File: src/rtl/qlb_pkg.sv
package qlb_pkg;

    typedef enum logic {
        ST_COLLECT = 1'b0,
        ST_LAND    = 1'b1
    } land_state_e;

    // Byte-enable mask covering the first n beats of a quadword
    function automatic logic [15:0] lanes_upto(input int n, input int bytes_per_beat);
        logic [15:0] m;
        m = '0;
        for (int b = 0; b < 16; b++)
            if (b < n * bytes_per_beat) m[b] = 1'b1;
        return m;
    endfunction

endpackage

File: src/rtl/beat_packer.sv
module beat_packer
    import qlb_pkg::*;
#(
    parameter int BEAT_W = 32,
    parameter int BEATS  = 4
) (
    input  logic                      clk,
    input  logic                      rst,
    input  logic                      beat_valid_i,
    input  logic [BEAT_W-1:0]         beat_data_i,
    input  logic                      beat_last_i,
    output logic                      beat_ready_o,
    input  logic                      land_ack_i,
    output logic                      land_valid_o,
    output logic [BEAT_W*BEATS-1:0]   land_data_o,
    output logic [BEAT_W*BEATS/8-1:0] land_be_o,
    output logic                      idle_o,
    output logic                      take_last_o,
    output logic                      landed_o
);
    localparam int BYTES = BEAT_W / 8;
    localparam int QW    = BEAT_W * BEATS;
    localparam int QB    = QW / 8;
    localparam int POS_W = $clog2(BEATS + 1);

    land_state_e          state;
    logic [POS_W-1:0]     pos;
    logic [QW-1:0]        acc_data;
    logic [QB-1:0]        acc_be;
    logic                 take;

    assign take         = beat_valid_i && (state == ST_COLLECT);
    assign beat_ready_o = (state == ST_COLLECT);
    assign land_valid_o = (state == ST_LAND);
    assign land_data_o  = acc_data;
    assign land_be_o    = acc_be;
    assign idle_o       = (state == ST_COLLECT) && (pos == '0);
    assign take_last_o  = take && beat_last_i;
    assign landed_o     = (state == ST_LAND) && land_ack_i;

    always_ff @(posedge clk) begin
        if (rst) begin
            state    <= ST_COLLECT;
            pos      <= '0;
            acc_data <= '0;
            acc_be   <= '0;
        end else begin
            case (state)
                ST_COLLECT: if (take) begin
                    for (int i = 0; i < BEATS; i++) begin
                        if (pos == POS_W'(i)) begin
                            acc_data[i*BEAT_W +: BEAT_W] <= beat_data_i;
                            acc_be[i*BYTES +: BYTES]     <= '1;
                        end
                    end
                    pos <= pos + POS_W'(1);
                    if (pos == POS_W'(BEATS - 1) || beat_last_i)
                        state <= ST_LAND;
                end
                ST_LAND: if (land_ack_i) begin
                    acc_data <= '0;
                    acc_be   <= '0;
                    pos      <= '0;
                    state    <= ST_COLLECT;
                end
                default: state <= ST_COLLECT;
            endcase
        end
    end


    quad_close_chk: assert property (@(posedge clk) disable iff (rst)
        (take && pos == POS_W'(BEATS - 1)) |=> land_valid_o);


    full_be_chk: assert property (@(posedge clk) disable iff (rst)
        (land_valid_o && pos == POS_W'(BEATS)) |-> (&land_be_o));


    cleared_chk: assert property (@(posedge clk) disable iff (rst)
        landed_o |=> (land_be_o == '0 && land_data_o == '0));

endmodule

File: src/rtl/slot_offset.sv
module slot_offset #(
    parameter int ADDR_W = 32,
    parameter int STEP   = 16
) (
    input  logic              clk,
    input  logic              rst,
    input  logic              advance_i,
    input  logic              rewind_i,
    output logic [ADDR_W-1:0] offset_o
);
    always_ff @(posedge clk) begin
        if (rst)            offset_o <= '0;
        else if (rewind_i)  offset_o <= '0;
        else if (advance_i) offset_o <= offset_o + ADDR_W'(STEP);
    end


    rewind_zero_chk: assert property (@(posedge clk) disable iff (rst)
        rewind_i |=> (offset_o == '0));


    step_chk: assert property (@(posedge clk) disable iff (rst)
        (advance_i && !rewind_i) |=> (offset_o == $past(offset_o) + ADDR_W'(STEP)));

endmodule

File: src/rtl/last_seen_latch.sv
module last_seen_latch (
    input  logic clk,
    input  logic rst,
    input  logic set_i,
    output logic flag_o
);
    always_ff @(posedge clk) begin
        if (rst)        flag_o <= 1'b0;
        else if (set_i) flag_o <= 1'b1;
    end
endmodule

File: src/rtl/qword_landing_bridge.sv
module qword_landing_bridge
    import qlb_pkg::*;
#(
    parameter int              BEAT_W    = 32,
    parameter int              BEATS     = 4,
    parameter int              ADDR_W    = 32,
    parameter logic [ADDR_W-1:0] BASE_ADDR = 32'h0008_0000
) (
    input  logic                      clk,
    input  logic                      rst,
    input  logic                      beat_valid_i,
    input  logic [BEAT_W-1:0]         beat_data_i,
    input  logic                      beat_last_i,
    output logic                      beat_ready_o,
    input  logic                      rewind_i,
    output logic                      wr_valid_o,
    output logic [ADDR_W-1:0]         wr_addr_o,
    output logic [BEAT_W*BEATS-1:0]   wr_data_o,
    output logic [BEAT_W*BEATS/8-1:0] wr_be_o,
    input  logic                      wr_ack_i,
    output logic                      last_seen_o
);
    localparam int QBYTES = BEAT_W * BEATS / 8;

    logic              idle;
    logic              take_last;
    logic              landed;
    logic [ADDR_W-1:0] offset;

    beat_packer #(.BEAT_W(BEAT_W), .BEATS(BEATS)) packer_i (
        .clk          (clk),
        .rst          (rst),
        .beat_valid_i (beat_valid_i),
        .beat_data_i  (beat_data_i),
        .beat_last_i  (beat_last_i),
        .beat_ready_o (beat_ready_o),
        .land_ack_i   (wr_ack_i),
        .land_valid_o (wr_valid_o),
        .land_data_o  (wr_data_o),
        .land_be_o    (wr_be_o),
        .idle_o       (idle),
        .take_last_o  (take_last),
        .landed_o     (landed)
    );

    slot_offset #(.ADDR_W(ADDR_W), .STEP(QBYTES)) offset_i (
        .clk       (clk),
        .rst       (rst),
        .advance_i (landed),
        .rewind_i  (rewind_i),
        .offset_o  (offset)
    );

    last_seen_latch seen_i (
        .clk    (clk),
        .rst    (rst),
        .set_i  (take_last),
        .flag_o (last_seen_o)
    );

    assign wr_addr_o = BASE_ADDR + offset;

    // misuse detection: rewind outside idle is reported, still applied
    rewind_idle_chk: assert property (@(posedge clk) disable iff (rst)
        rewind_i |-> idle)
        else $error("rewind pulsed while a transfer is in progress");


    pending_hold_chk: assert property (@(posedge clk) disable iff (rst)
        (wr_valid_o && !wr_ack_i) |=>
            (wr_valid_o && $stable(wr_addr_o) && $stable(wr_data_o) && $stable(wr_be_o)));


    no_take_pending_chk: assert property (@(posedge clk) disable iff (rst)
        wr_valid_o |-> !beat_ready_o);


    last_rise_chk: assert property (@(posedge clk) disable iff (rst)
        (beat_valid_i && beat_ready_o && beat_last_i) |=> last_seen_o);


    last_hold_chk: assert property (@(posedge clk) disable iff (rst)
        last_seen_o |=> last_seen_o);

endmodule

File: config.mk
export PLATFORM = sky130hd
export DESIGN_NAME = qword_landing_bridge
export DESIGN_NICKNAME = d
export VERILOG_FILES = /design/src/rtl/qlb_pkg.sv /design/src/rtl/beat_packer.sv /design/src/rtl/slot_offset.sv /design/src/rtl/last_seen_latch.sv /design/src/rtl/qword_landing_bridge.sv
export SDC_FILE = /design/constraint.sdc
export NUM_CORES = 1
export LEC_CHECK = 0
export CAP_MARGIN = 25
export CORE_ASPECT_RATIO = 1.5
export CORE_MARGIN = 2
export CORE_UTILIZATION = 45
export DETAILED_ROUTE_END_ITERATION = 6
export PLACE_DENSITY = 0.9
export SLEW_MARGIN = 20
export SYNTH_ARGS = -nofsm -noshare
export SYNTH_HDL_FRONTEND = slang
export SYNTH_SLANG_ARGS = --single-unit
export TNS_END_PERCENT = 10
File: constraint.sdc
create_clock -name clk -period 3.2 [get_ports clk]
set_clock_uncertainty 0.2 [all_clocks]
set_input_delay 0.64 -clock clk [delete_from_list [all_inputs] [get_ports clk]]
set_output_delay 0.64 -clock clk [all_outputs]
set_load 0.01 [all_outputs]
# After elaboration in Yosys (flattened, before gate mapping)
# Cells that the tools add are included.
# classes
n_reduce_logical	11
n_addsub	3
n_bitwise	1
eq_ne	9
mux	21
# op_table
operator	n
$mux 128	2
$pmux 128 s2	1
$mux 32	4
$add 20x32->32 const A	1
$add 32x5->32 const B	1
$mux 16	2
$pmux 16 s2	1
$mux 4	4
$reduce_and 3->1	4
$ne 2x1->1 const B	5
$eq 3x2->1 const B	2
$mux 3	2
$pmux 3 s2	1
$add 3x1->3 const B	1
$eq 3x1->1 const B	1
$logic_and 1x1->1	3
$logic_not 3->1	1
$mux 1	3
$ne 2x2->1 const B	1
$pmux 1 s2	1
$reduce_and 2->1	1
$reduce_or 2->1	1
$logic_or 1x1->1	1
$not 1->1	1
# word_totals
output_inout_bits	179
ff_bits	181

# Depth between registers and ports, before layout
# depth
depth_word	5
depth_mapped	7
ltp_nobuf	5

# Modules after synthesis
# Synthesis repeated with hierarchy kept, for this count alone.
# hier_totals
hier_cells	751
area_unflattened_um2	6487.5
# by_module_without_submodules
mod	area_per_inst_um2	cells_per_inst	seq_area_each_um2	instances
beat_packer	4914.7	562	2722.6	1
slot_offset	1323.8	154	560.5	1
qword_landing_bridge	219.0	33	0.0	1
last_seen_latch	30.0	2	20.0	1

# Worst setup path after synthesis
# No wires, ideal clock.
# synth_timing
path_kind	reg-to-output
startpoint	reg offset_i.offset_o[19]
endpoint	out wr_addr_o[31]
arrival_ns	1.602
path_buffers	0
path_stages_with_launch	5
slack_ns	0.758
path_cell_list	dfxtp_1 -> ha_1 -> nand3_1 -> or4_1 -> xnor2_1
# synth_between
elab_chain_len	1
# synth_rtl
element	line	source
start: declaration	slot_offset.sv:9	output logic [ADDR_W-1:0] offset_o
start signal: assignment	slot_offset.sv:14	else if (advance_i) offset_o <= offset_o + ADDR_W'(STEP);
$add 20x32->32	qword_landing_bridge.sv:61	assign wr_addr_o = BASE_ADDR + offset;
end: declaration	qword_landing_bridge.sv:17	output logic [ADDR_W-1:0] wr_addr_o,
# No other way between the ends.

# Final worst setup path
# layout_timing
startpoint	reg offset_i.offset_o[19]
endpoint	out wr_addr_o[27]
# Same word-level chain as after synthesis.

==> results.md <==
- Leakage power total: 0.00326 uW
- Startpoint class of the critical path: flip-flop
- Clock net sink count: approximately 170
- Share of layout cells above drive strength 1: under 10%
- Setup WS post-layout: ~0.17 ns
- WL met2: roughly 11000 um
- VDD IR max: 0.000398 V
- Final GP Congestion: approximately 0.9
- Die H: 155 um
- Number of I/O pins: approximately 220
- DRT Wirelength: 21900 um
- Sequential fraction of the synthesis area: slightly below 50%
- Final-report max-slew violation count: 0
- Drt wl/cell: ~18 um
- N_diodes: 0
- Max-Cap Viols: 0
- Routed vias: 6787
- Pwr dens: 490 nW/um^2
- Residual DRC: 0
- Fin. Hold Viols: 0
- Port Buffer Count: 212
- Final net count: 1066
- Post-DRT Antenna Nets: 0
- Number of synthesized flops with an enable pin: 0
- Initial Util: 45.9%
- Largest net degree at the start of global routing: 92
- Multiplexer share of the synthesized area: less than 1%
- HP Class: in2reg
- GR Util All Layers: 26.0%
- H-tree depth: 4
- RSZ-0062 raised after global routing: no
- Chip width: ~100 um
- Met3 wire len: 1490 um
- Remaining Overflow, GRT: 0
- CTS tree: yes
- Setup violators final: 0
- Post-Synth XOR/XNOR Area: between 2 and 2.5%
- Vias in the first global route: between 6000 and 7000
- Clock Tree Root: clkbuf_16
- Finished Core Util: between 60% and 70%
- Post-Route M1 WL: 8210 um
- DP Area: 8990 um^2
- Worst-Skew Late Latency: 0.43 ns
- Clock buffer depth: 2
- Post-Synth Simple-Gate Area: between 20% and 30%
- Main combinational cell family by area after synthesis: simple AND/OR/NAND/NOR gates
- Fin Setup TNS: 0 ns
- Yosys warnings: 0
- Design area: 9590 um^2
- Crit-path cells: ha_2 > nand3_1 > buf_4 > or3_1 > xnor2_1 > dlygate4sd2_1
- Area of the mapped netlist: slightly below 7000 um^2
- Crit-path max FO: 7
- Critical path arrival: about 2.2 ns
- CP peak stage delay: ~0.40 ns
- Setup crit end kind: output port
- Fmax: 330 MHz
- Top routing layer in use: met4
- WP buf/inv: 2
- Placement Setup Slack: approximately 0.14 ns
- # Post-CTS Setup Buffers: 0
- Status: finished, final reports clean
- Worst Setup Path Type: reg2out
- Min Tclk post-route: around 3.0 ns
- Area fraction in compound gates after synthesis: 13.4%
- Post-Syn Instances: 864
- CTS clk-pin slew, worst paths: approximately 0.070 ns
- Core area: 15000 um^2
- Post-synth ARST share: 0%
- Crit-path leading delay family: simple AND/OR/NAND/NOR gates
- Avg Cell Area, Syn: around 8.0 um^2
- Filler cells: around 1200
- Initial drt markers: 369
- Syn-to-layout area delta: 39.5%
- Initial antenna violation count: 0
- Worst Tran Pin Value: 0.960 ns
- CP Data Required Time: about 2.4 ns
- Slowest-stage cell, CP: or3_1
- First-pass GRT wire length: 33500 um
- HPWL after DPL: between 10000 and 15000 um
- Synth Area in Adders: 1.27%
- FP Rows: 55
- Seq cells post-synth: between 150 and 200
- Synth cell types: 40
- DR vias/cell: approximately 5.5
- Drt pass-1 iters: 6
- Die area: approximately 16000 um^2
- Power Total: 4700 uW
- Period utilization: a little over nine tenths
- CTS buffer count: 17
- Ys flop type: dfxtp_1
- Max_slew headroom: 36.0%
## synth_stat cells, types with 2 or more instances
| cell type | instances | area, um^2 |
|---|---|---|
| nand2_1 | 151 | 567 |
| o41ai_1 | 2 | 17.5 |
| clkbuf_1 | 63 | 236 |
| nand3_1 | 138 | 691 |
| buf_1 | 3 | 11.3 |
| and2_1 | 5 | 31.3 |
| o311ai_0 | 3 | 26.3 |
| ha_1 | 7 | 87.6 |
| xor2_1 | 5 | 43.8 |
| nor4_1 | 5 | 31.3 |
| buf_4 | 31 | 233 |
| a21oi_1 | 147 | 736 |
| a41o_1 | 2 | 20.0 |
| nand4_1 | 6 | 37.5 |
| or3_1 | 10 | 62.6 |
| and3_1 | 2 | 12.5 |
| or4_1 | 6 | 45.0 |
| nor2_1 | 19 | 71.3 |
| mux2i_1 | 2 | 20.0 |
| o21ai_0 | 9 | 45.0 |
| and4_1 | 2 | 17.5 |
| nor2b_1 | 33 | 206 |
| nor3_1 | 5 | 25.0 |
| xnor2_1 | 14 | 123 |
| o31ai_1 | 4 | 30.0 |
| a31oi_1 | 2 | 12.5 |
| dfxtp_1 | 165 | 3300 |
| nand2b_1 | 2 | 12.5 |
| inv_1 | 10 | 37.5 |
## state kept, by name, summed over array words and instances (netlist names)
register / count
packer_i.land_be_o: 4
seen_i.flag_o: 1
packer_i.land_data_o: 128
packer_i.pos: 3
offset_i.offset_o: 28
packer_i.land_valid_o: 1
## report_power, final
part / internal [uW] / total (uW) / switching (uW)
sequential: 2110 / 2150 / 38.8
clock: 1140 / 2040 / 901
combinational: 228 / 515 / 287
## cell usage in the layout, fill, tap and decap left out, types with 2 or more instances in the layout
master	instances
a21oi_1	147
a31oi_1	2
a41o_1	2
and2_1	5
and3_1	2
and4_1	2
buf_12	4
buf_4	19
clkbuf_16	17
clkbuf_8	2
clkdlybuf4s50_1	208
clkinvlp_4	3
conb_1	4
dfxtp_1	162
dfxtp_2	3
dlygate4sd2_1	2
ha_1	6
inv_1	10
inv_6	4
inv_8	3
mux2i_1	2
nand2_1	150
nand2b_1	2
nand3_1	138
nand4_1	6
nor2_1	19
nor2b_1	33
nor3_1	4
nor4_1	5
o21ai_0	9
o311ai_0	3
o31ai_1	4
o41ai_1	2
or3_1	10
or4_1	5
or4_4	2
xnor2_1	14
xor2_1	5
## metal layers
metal,global-route usage (%),up-vias
met5,0,-
met4,13.3,0
met3,6.87,61
met2,46.3,292
met1,28.2,3203
li1,-,3231
## cell families after synthesis
logic type,after synthesis
other,1
adder cells (fa/ha/maj),7
AO/OA/AOI/OAI,173
flip-flops,165
XOR/XNOR,19
buffers and inverters,109
multiplexers,2
AND/OR/NAND/NOR,388
## repair_timing
item / CTS / global route
endpoints found under the hold margin: 0 / 0
hold buffers: 0 / 0
cloned: 0 / 0
endpoints found under the setup margin: 3 / 1
resized for setup: 7 / 2
## area by class of cell
| type | instances | area (um^2) | share of cell area [%] |
|---|---|---|---|
| clock buffers | 19 | 453 | 4.72 |
| clock inverters | 13 | 135 | 1.41 |
| inverters | 10 | 37.5 | 0.391 |
| multi-input cells | 593 | 3080 | 32.1 |
| flip-flops and latches | 165 | 3310 | 34.5 |
| well taps | 199 | 249 | 2.60 |
| repair buffers | 234 | 2330 | 24.3 |
## path summary, 6_finish.rpt
| kind | startpoint | endpoint | slack, ns | cells past startpoint |
|---|---|---|---|---|
| worst max-delay path | offset_i.offset_o[19] | wr_addr_o[27] | 0.17 | 6 |
| worst max register to register | packer_i.land_valid_o | offset_i.offset_o[27] | 0.70 | 4 |
| worst min register to register | packer_i.land_data_o[124] | packer_i.land_data_o[124] | 0.26 | 2 |
| worst min-delay path | rst | packer_i.land_be_o[6] | 0.23 | 2 |
## metrics by stage
| stage | instances | hold slack (ns) |
|---|---|---|
| after floorplan | 867 | 0.235 |
| after global placement | 1201 | 0.243 |
| after detailed placement | 1201 | 0.256 |
| after CTS | 1233 | 0.206 |
| after global routing | 1233 | 0.219 |
| final | 1233 | 0.227 |
No activity file was read; power rests on OpenSTA's default activity.
